--- src/rtl/adcrd_pkg.sv ---
package adcrd_pkg;
    typedef enum logic [2:0] {
        ST_IDLE,
        ST_LEAD,
        ST_LOW,
        ST_HIGH,
        ST_DONE,
        ST_QUIET
    } rd_state_e;
endpackage

--- src/rtl/adcrd_clkdiv.sv ---
// Half-period tick generator for the serial clock.
module adcrd_clkdiv #(
    parameter int HALF_CYC = 2
) (
    input  logic clk,
    input  logic rst_n,
    input  logic run_i,
    output logic tick_o
);
    localparam int CW = (HALF_CYC > 1) ? $clog2(HALF_CYC) : 1;

    logic [CW-1:0] cnt_q;

    assign tick_o = run_i && (cnt_q == CW'(HALF_CYC - 1));

    always_ff @(posedge clk or negedge rst_n) begin
        if (!rst_n) begin
            cnt_q <= '0;
        end else if (!run_i || tick_o) begin
            cnt_q <= '0;
        end else begin
            cnt_q <= cnt_q + 1'b1;
        end
    end
endmodule

--- src/rtl/adcrd_shifter.sv ---
// Collects the frame bits, splits off padding and sign-extends the result.
module adcrd_shifter #(
    parameter int FRAME_BITS = 16,
    parameter int PAD_BITS   = 4,
    parameter int OUT_W      = 16
) (
    input  logic             clk,
    input  logic             rst_n,
    input  logic             clr_i,
    input  logic             shift_i,
    input  logic             bit_i,
    output logic             full_o,
    output logic [OUT_W-1:0] value_o,
    output logic             pad_err_o
);
    localparam int DATA_BITS = FRAME_BITS - PAD_BITS;
    localparam int CNT_W     = $clog2(FRAME_BITS + 1);

    logic [FRAME_BITS-1:0] sr_q;
    logic [CNT_W-1:0]      cnt_q;

    always_ff @(posedge clk or negedge rst_n) begin
        if (!rst_n) begin
            sr_q  <= '0;
            cnt_q <= '0;
        end else if (clr_i) begin
            cnt_q <= '0;
        end else if (shift_i) begin
            sr_q  <= {sr_q[FRAME_BITS-2:0], bit_i};
            cnt_q <= cnt_q + 1'b1;
        end
    end

    assign full_o    = (cnt_q == CNT_W'(FRAME_BITS));
    assign pad_err_o = |sr_q[FRAME_BITS-1:DATA_BITS];

    generate
        if (OUT_W > DATA_BITS) begin : g_sext
            assign value_o = {{(OUT_W-DATA_BITS){sr_q[DATA_BITS-1]}}, sr_q[DATA_BITS-1:0]};
        end else begin : g_plain
            assign value_o = sr_q[DATA_BITS-1 -: OUT_W];
        end
    endgenerate


    no_extra_bit_chk: assert property (@(posedge clk) disable iff (!rst_n)
        shift_i |-> !full_o);
endmodule

--- src/rtl/adcrd_ctrl.sv ---
// Host-side readout controller for a serial sampling converter.
module adcrd_ctrl
    import adcrd_pkg::*;
#(
    parameter int HALF_CYC   = 2,
    parameter int QUIET_CYC  = 5,
    parameter int FRAME_BITS = 16,
    parameter int PAD_BITS   = 4,
    parameter int OUT_W      = 16
) (
    input  logic             clk,
    input  logic             rst_n,
    input  logic             start_i,
    input  logic             adc_sdata_i,
    output logic             adc_cs_n_o,
    output logic             adc_sclk_o,
    output logic [OUT_W-1:0] sample_o,
    output logic             sample_valid_o,
    output logic             frame_err_o
);
    localparam int QW  = $clog2(QUIET_CYC + 2);
    localparam int EW  = $clog2(FRAME_BITS + 2);

    rd_state_e        state_q, state_nx;
    logic             pend_q;
    logic [QW-1:0]    qcnt_q;
    logic             tick, div_run, shift, full, pad_err;
    logic [OUT_W-1:0] value;

    assign div_run = (state_q == ST_LEAD) || (state_q == ST_LOW) || (state_q == ST_HIGH);
    assign shift   = (state_q == ST_LOW) && tick;

    adcrd_clkdiv #(.HALF_CYC(HALF_CYC)) u_div (
        .clk   (clk),
        .rst_n (rst_n),
        .run_i (div_run),
        .tick_o(tick)
    );

    adcrd_shifter #(
        .FRAME_BITS(FRAME_BITS),
        .PAD_BITS  (PAD_BITS),
        .OUT_W     (OUT_W)
    ) u_shift (
        .clk      (clk),
        .rst_n    (rst_n),
        .clr_i    (state_q == ST_IDLE),
        .shift_i  (shift),
        .bit_i    (adc_sdata_i),
        .full_o   (full),
        .value_o  (value),
        .pad_err_o(pad_err)
    );

    // Next-state logic
    always_comb begin
        state_nx = state_q;
        unique case (state_q)
            ST_IDLE:  if (pend_q) state_nx = ST_LEAD;
            ST_LEAD:  if (tick)   state_nx = ST_LOW;
            ST_LOW:   if (tick)   state_nx = ST_HIGH;
            ST_HIGH:  if (tick)   state_nx = full ? ST_DONE : ST_LOW;
            ST_DONE:              state_nx = ST_QUIET;
            ST_QUIET: if (qcnt_q == QW'(QUIET_CYC - 1)) state_nx = ST_IDLE;
            default:              state_nx = ST_IDLE;
        endcase
    end

    // State register, pending request and quiet counter
    always_ff @(posedge clk or negedge rst_n) begin
        if (!rst_n) begin
            state_q <= ST_IDLE;
            pend_q  <= 1'b0;
            qcnt_q  <= '0;
        end else begin
            state_q <= state_nx;
            pend_q  <= start_i || (pend_q && (state_q != ST_IDLE));
            qcnt_q  <= (state_q == ST_QUIET) ? qcnt_q + 1'b1 : '0;
        end
    end

    // Registered outputs decoded from the next state
    always_ff @(posedge clk or negedge rst_n) begin
        if (!rst_n) begin
            adc_cs_n_o     <= 1'b1;
            adc_sclk_o     <= 1'b1;
            sample_valid_o <= 1'b0;
            sample_o       <= '0;
            frame_err_o    <= 1'b0;
        end else begin
            adc_cs_n_o     <= !((state_nx == ST_LEAD) || (state_nx == ST_LOW) || (state_nx == ST_HIGH));
            adc_sclk_o     <= (state_nx != ST_LOW);
            sample_valid_o <= (state_nx == ST_DONE);
            if (state_nx == ST_DONE) begin
                sample_o    <= value;
                frame_err_o <= pad_err;
            end
        end
    end

    // Checker state: rising edges per frame, high time of chip select
    logic          sclk_d_q;
    logic [EW-1:0] rise_cnt_q;
    logic [QW-1:0] hi_cnt_q;

    always_ff @(posedge clk or negedge rst_n) begin
        if (!rst_n) begin
            sclk_d_q   <= 1'b1;
            rise_cnt_q <= '0;
            hi_cnt_q   <= QW'(QUIET_CYC + 1);
        end else begin
            sclk_d_q <= adc_sclk_o;
            if (adc_cs_n_o) rise_cnt_q <= '0;
            else if (adc_sclk_o && !sclk_d_q) rise_cnt_q <= rise_cnt_q + 1'b1;
            if (!adc_cs_n_o) hi_cnt_q <= '0;
            else if (hi_cnt_q != QW'(QUIET_CYC + 1)) hi_cnt_q <= hi_cnt_q + 1'b1;
        end
    end


    sclk_idle_high_chk: assert property (@(posedge clk) disable iff (!rst_n)
        adc_cs_n_o |-> adc_sclk_o);


    edge_count_chk: assert property (@(posedge clk) disable iff (!rst_n)
        $rose(adc_cs_n_o) |-> (rise_cnt_q == EW'(FRAME_BITS)));


    valid_pulse_chk: assert property (@(posedge clk) disable iff (!rst_n)
        sample_valid_o |=> !sample_valid_o);


    valid_at_release_chk: assert property (@(posedge clk) disable iff (!rst_n)
        sample_valid_o |-> (adc_cs_n_o && $rose(adc_cs_n_o)));


    quiet_gap_chk: assert property (@(posedge clk) disable iff (!rst_n)
        $fell(adc_cs_n_o) |-> (hi_cnt_q >= QW'(QUIET_CYC)));


    sign_ext_chk: assert property (@(posedge clk) disable iff (!rst_n)
        sample_valid_o |-> (sample_o[OUT_W-1] == sample_o[FRAME_BITS-PAD_BITS-1]));
endmodule

--- config.mk ---
export PLATFORM = sky130hd
export DESIGN_NAME = adcrd_ctrl
export DESIGN_NICKNAME = d
export VERILOG_FILES = /design/src/rtl/adcrd_pkg.sv /design/src/rtl/adcrd_clkdiv.sv /design/src/rtl/adcrd_shifter.sv /design/src/rtl/adcrd_ctrl.sv
export SDC_FILE = /design/constraint.sdc
export NUM_CORES = 1
export LEC_CHECK = 0
export CAP_MARGIN = 20
export CORE_UTILIZATION = 56
export CTS_CLUSTER_DIAMETER = 150
export CTS_CLUSTER_SIZE = 30
export DETAILED_ROUTE_END_ITERATION = 12
export GPL_ROUTABILITY_DRIVEN = 0
export PLACE_DENSITY = 0.81
export REMOVE_ABC_BUFFERS = 1
export SYNTH_ARGS = -nofsm -noshare
export SYNTH_HDL_FRONTEND = slang
export SYNTH_HIERARCHICAL = 1
export SYNTH_SLANG_ARGS = --single-unit
--- constraint.sdc ---
create_clock -name clk -period 2.4 [get_ports clk]
set_input_delay 0.36 -clock clk [delete_from_list [all_inputs] [get_ports clk]]
set_output_delay 0.36 -clock clk [all_outputs]
set_load 0.01 [all_outputs]
==> results.tsv, run 1 <==
metric	value	unit
max_cap viols	0	
reg2reg end	u_shift/sr_q[2]$_DFFE_PN0P_	
# fillers	258	
CTS H-tree lvls	2	
antenna violations before repair	0	
cells on worst reg2reg path	8	
drt first pass iters	4	
Most common cell on crit path	nor2_1	
instance count of the mapped netlist	162	
ANT nets after route	0	
Worst EP required	2.58	ns
area grow syn2layout	10.89	%
Ant. Diodes	0	
Fin. Hold Viols	0	
startpoint types	flop	
PwrDens	540.0	nW/um^2
Tightest Hold Check Type	primary input to asynchronous set/reset pin	
period utilization	89.93	%
largest net degree at the start of global routing	31	
CTS Root Cell	clkbuf_8	
CP top delay family	simple AND/OR/NAND/NOR gates	
Worst Setup End Kind	flop	
crit path cell chain	nor2_1, nor2_1, and2_2, inv_1, nor4_1, nor2b_4, buf_4, mux2_2	
RR Startpoint	state_q[1]$_DFF_PN0_	
global-route wire length before repair	6141	microns
Die Ht	65.58	microns
Post-CTS Setup Bufs	0	
Inst Count DP	221	
Synth Cell Area	2263	sq um
Least-Margin Pin Slew	0.6291	ns
Synth area leaders	dfrtp_1 (52%), mux2_4 (12%), mux2_2 (8.5%), buf_4 (5.3%), dfstp_2 (2.3%)	
CP Max Fanout	16	
Clock Path Buffers	2	
Hold-fix buffers, CTS	0	
Crit path arrival time	2.34	ns
Yosys top cell area share	51.96	%
RSZ-0062 raised after global routing	false	
outcome	finished clean	
CTS clk-pin slew, worst paths	0.09	ns
DR vias/cell	5.382	
fin crit period	2.158	ns
Layout Cells excl Fill	228	
DRT iter0 DRCs	56	
CP max stage delay	0.43	ns
CTS tree	yes	
CTS resizes	0	
WL final	3509	microns
Port-buffer cells	23	
Ys Warns	6	
total negative setup slack	0	ns
average wire per standard cell	15.39	microns
VDD IR-drop max	492.6	uV
Static Leak	0.001147	uW
Tot Pwr	1355	uW
core area	3771	sq um
relative slew slack	58.06	%
gr usage total	19.59	%
Slew Viols, Final	0	
crit path kind	flop to flop	
total clock buffers created by CTS	5	
TritonCTS Sinks	49	
Post-DP HPWL	2486	microns
nets	188	
number of buffers and inverters on the critical path	2	
die area	4300	sq um
via count	1227	
Avg Cell Area, Syn	13.97	sq um
sequential fraction of the synthesis area	54.28	%
GRT Residual Overflow	0	
Initial Utilization	60.02	%
vias in the first global route	1292	
count of different cell masters after synthesis	35	
CP max stage cell	dfrtp_1	
Rows	22	
R2R Setup Slk	0.24	ns
flops & latches, synth	49	
Yosys top cell by area	dfrtp_1	
share of layout cells above drive strength 1	35.56	%
die width	65.58	microns
worst skew pair latency	0.30	ns
I/O pins	24	
Final Skew	0.01034	ns
drt drc	0	
worst hold slack	0.07404	ns
fmax	463.3	MHz
final setup fails	0	
## sequential cells by signal, indices dropped and copies added, names as in the netlist
register and count:
adc_cs_n_o 1, adc_sclk_o 1, frame_err_o 1, pend_q 1, qcnt_q 3, sample_o 16, sample_valid_o 1, state_q 3
u_div/cnt_q 1, u_shift/cnt_q 5, u_shift/sr_q 16
## cell usage in the layout, fill, tap and decap left out, types with 4 or more instances in the layout
cell type and instances:
ha_1 4, mux2_4 18, nor2_1 10, mux2_2 17, clkbuf_8 6, clkdlybuf4s50_1 22
dfrtp_1 47, buf_4 10, inv_1 7
## routing by layer
layer | part of all wire, % | up-vias | wire [microns] | track usage [%]
met5 | 0 | - | 0 | 0
met4 | 1.5 | 0 | 51 | 7.337
met3 | 4.1 | 6 | 143 | 6.250
met2 | 50 | 25 | 1745 | 31.31
met1 | 45 | 625 | 1568 | 24.83
li1 | - | 571 | - | -
## worst reg2reg max path, cell delays in order, from the launching register on
cell and delay, ns:
dfrtp_1 0.43, nor2_1 0.10, nor2_1 0.11, and2_2 0.21
inv_1 0.07, nor4_1 0.28, nor2b_4 0.21, buf_4 0.27
mux2_2 0.37
## power by group
group / internal, uW / switching [uW]
Sequential: 835 / 9.68
Combinational: 16.8 / 18.4
Clock: 229 / 246
Total: 1080 / 274
## how the worst max path moves through the flow
| stage | startpoint | end | slack [ns] | cells after the start |
|---|---|---|---|---|
| floorplan | state_q[0]$_DFF_PN0_ | u_shift/sr_q[15]$_DFFE_PN0P_ | -0.22 | 7 |
| global placement | state_q[1]$_DFF_PN0_ | u_shift/sr_q[6]$_DFFE_PN0P_ | 0.41 | 8 |
| detailed placement | state_q[1]$_DFF_PN0_ | u_shift/sr_q[6]$_DFFE_PN0P_ | 0.28 | 8 |
| CTS | state_q[1]$_DFF_PN0_ | u_shift/sr_q[2]$_DFFE_PN0P_ | 0.27 | 8 |
| global route | state_q[1]$_DFF_PN0_ | u_shift/sr_q[2]$_DFFE_PN0P_ | 0.09 | 8 |
| finish | state_q[1]$_DFF_PN0_ | u_shift/sr_q[2]$_DFFE_PN0P_ | 0.24 | 8 |
## cell type report
cell class              count  area (sq um)  share of cell area [%]
clock buffers               7         86.33                   3.440
inverters                   8         30.03                   1.196
multi-input cells          83         804.5                   32.05
flip-flops and latches     49          1229                   48.95
well taps                  48         60.06                   2.393
repair buffers             33         300.3                   11.96
## kinds of logic (layout without fill, tap and decap cells)
| logic type | after synthesis | count (layout) | share of synthesized area (%) |
|---|---|---|---|
| DFF | 49 | 49 | 54.28 |
| muxes | 36 | 36 | 20.84 |
| and+or+nand+nor | 30 | 30 | 8.071 |
| buffers and inverters | 30 | 48 | 10.17 |
| AOI/OAI and AO/OA | 11 | 11 | 3.648 |
| adders and majority gates | 4 | 4 | 2.211 |
| xor gates and xnor gates | 2 | 2 | 0.7740 |
## metrics by stage
step	utilization (%)	setup WS (ns)	instance area [sq um]
after detailed placement	64.27	0.2756	2424
after CTS	66.56	0.2661	2510
after floorplan	-	-0.2228	2063
after global placement	64.27	0.4074	2424
after global routing	66.56	0.08619	2510
final	66.56	0.2417	2510
## cells in the mapped netlist (all sizes together)
library cell / n
dfrtp: 47
mux2: 35
buf: 20
nor2: 10
inv: 8
ha: 4
nand3: 4
nor3: 4
and2b: 3
o21bai: 3
a21oi: 2
clkbuf: 2
dfstp: 2
nand2: 2
nand4: 2
xnor2: 2
a211o: 1
a211oi: 1
a21bo: 1
a222oi: 1
a31o: 1
and2: 1
mux2i: 1
nand3b: 1
nor2b: 1
nor4: 1
o21ai: 1
or4: 1
(Power assumes the default switching activity.)
==> run 2, diff against run 1 <==
--- a/config.mk
+++ b/config.mk
@@ -6,12 +6,13 @@
 export NUM_CORES = 1
 export LEC_CHECK = 0
 export CAP_MARGIN = 20
+export CORE_MARGIN = 2
 export CORE_UTILIZATION = 56
 export CTS_CLUSTER_DIAMETER = 150
 export CTS_CLUSTER_SIZE = 30
 export DETAILED_ROUTE_END_ITERATION = 12
 export GPL_ROUTABILITY_DRIVEN = 0
-export PLACE_DENSITY = 0.81
+export PLACE_DENSITY = 0.79
 export REMOVE_ABC_BUFFERS = 1
 export SYNTH_ARGS = -nofsm -noshare
 export SYNTH_HDL_FRONTEND = slang
==> results.tsv, run 2 (synthesis gave the netlist of run 1 again) <==
metric	value	unit
DRT iter0 DRCs	70	
die width	67.58	microns
DR vias/cell	5.218	
CTS Root Cell	clkbuf_8	
via count	1195	
max_cap viols	0	
number of buffers and inverters on the critical path	2	
Least-Margin Pin Slew	0.5330	ns
VDD IR-drop max	499.9	uV
post-layout util	63.79	%
Clock Path Buffers	2	
RSZ-0062 raised after global routing	false	
Post-DP Area	2424	sq um
Post-DP HPWL	2439	microns
total clock buffers created by CTS	5	
Tot Pwr	1365	uW
CP max stage delay	0.44	ns
Largest regs	sample_o: 16 flops, u_shift/sr_q: 16 flops, u_shift/cnt_q: 5 flops	
Hold-fix buffers, CTS	0	
average wire per standard cell	15.27	microns
CTS resizes	0	
Static Leak	0.001145	uW
core area	3943	sq um
crit path cell chain	nor2_1, nor2_1, and2_2, inv_1, nor4_1, nor2b_4, buf_4, mux2_2	
crit path kind	flop to flop	
CTS H-tree lvls	2	
Design Area, Final	2515	sq um
fin crit period	2.155	ns
antenna violations before repair	0	
Final Skew	0.01050	ns
outcome	finished clean	
Post-CTS Setup Bufs	0	
largest net degree at the start of global routing	50	
cells on worst reg2reg path	8	
Initial Utilization	57.41	%
worst skew pair latency	0.30	ns
share of layout cells above drive strength 1	35.75	%
I/O pins	24	
period utilization	89.77	%
global-route wire length before repair	5844	microns
pre-CTS worst setup slack	0.2691	ns
GRT Residual Overflow	0	
WL final	3496	microns
area grow syn2layout	11.11	%
CTS tree	yes	
PwrDens	542.9	nW/um^2
CTS clk-pin slew, worst paths	0.09	ns
CP Max Fanout	16	
CP max stage cell	dfrtp_1	
Worst Setup End Kind	flop	
Ant. Diodes	0	
most common cell after layout, fill and taps aside	dfrtp_1	
Rows	23	
nets	186	
die area	4566	sq um
most frequent cells in the layout	dfrtp_1 (47), clkdlybuf4s50_1 (22), mux2_4 (18)	
relative slew slack	64.19	%
Most common cell on crit path	nor2_1	
Crit path arrival time	2.34	ns
total negative setup slack	0	ns
Port-buffer cells	23	
CP top delay family	simple AND/OR/NAND/NOR gates	
startpoint types	flop	
Die Ht	67.58	microns
drt drc	0	
critical path depth	8	
Tightest Hold Check Type	primary input to asynchronous set/reset pin	
ANT nets after route	0	
gr usage total	17.75	%
Fin. Hold Viols	0	
TritonCTS Sinks	49	
Worst EP required	2.59	ns
drt first pass iters	4	
Setup WS post-layout	0.2454	ns
fmax	464.1	MHz
final setup fails	0	
Slew Viols, Final	0	
vias in the first global route	1217	
run 2: changes by cell type in the layout (fill, tap and decap cells not counted), sizes merged:
cell / before / now
clkbuf: 7 / 5
clkinv: 0 / 3
buf: 11 / 9
run 2: where the power goes:
group          switching [uW]  leakage (uW)  total (uW)  internal (uW)
logic                    18.4      0.000473        36.5           18.2
clock network             277     0.0000481         484            207
registers                9.37      0.000624         845            835
run 2: routing by layer:
layer	track usage (%)	part of all wire, %	up-vias
met3	5.500	3.8	4
met2	28.43	50	23
met1	23.56	45	600
met5	0	0	-
met4	4.592	1.1	0
li1	-	-	568
run 2: cell type report:
type                       count  area [sq um]
fill                         277          1428
sequential                    49          1229
clock inverter                 3         22.52
timing repair buffer          31         297.8
multi-input combinational     83         804.5
clock buffer                   5         68.82
tap                           50         62.56
inverter                       8         30.03
run 2: path summary, 6_finish.rpt:
check                                                     to                  from  slack [ns]
worst min register to register           qcnt_q[0]$_DFF_PN0_   qcnt_q[0]$_DFF_PN0_        0.47
worst max register to register  u_shift/sr_q[15]$_DFFE_PN0P_  state_q[1]$_DFF_PN0_        0.25
max in group asynchronous               adc_cs_n_o$_DFF_PN1_                 rst_n        2.11
worst min-delay path                     qcnt_q[2]$_DFF_PN0_                 rst_n        0.02
min in group clk                         qcnt_q[0]$_DFF_PN0_   qcnt_q[0]$_DFF_PN0_        0.47
worst max-delay path            u_shift/sr_q[15]$_DFFE_PN0P_  state_q[1]$_DFF_PN0_        0.25
run 2: stage by stage:
step	cells	hold WS [ns]
after floorplan	140	0.06441
after global placement	221	0.3583
after detailed placement	221	0.3646
after CTS	229	0.02906
after global routing	229	0.03528
final	229	0.01991
==> run 3, diff against run 2 <==
--- a/config.mk
+++ b/config.mk
@@ -18,3 +18,4 @@
 export SYNTH_HDL_FRONTEND = slang
 export SYNTH_HIERARCHICAL = 1
 export SYNTH_SLANG_ARGS = --single-unit
+export TNS_END_PERCENT = 20
==> results of run 3 <==
No change in the layout: final DEF, timing and power equal those of run 2.
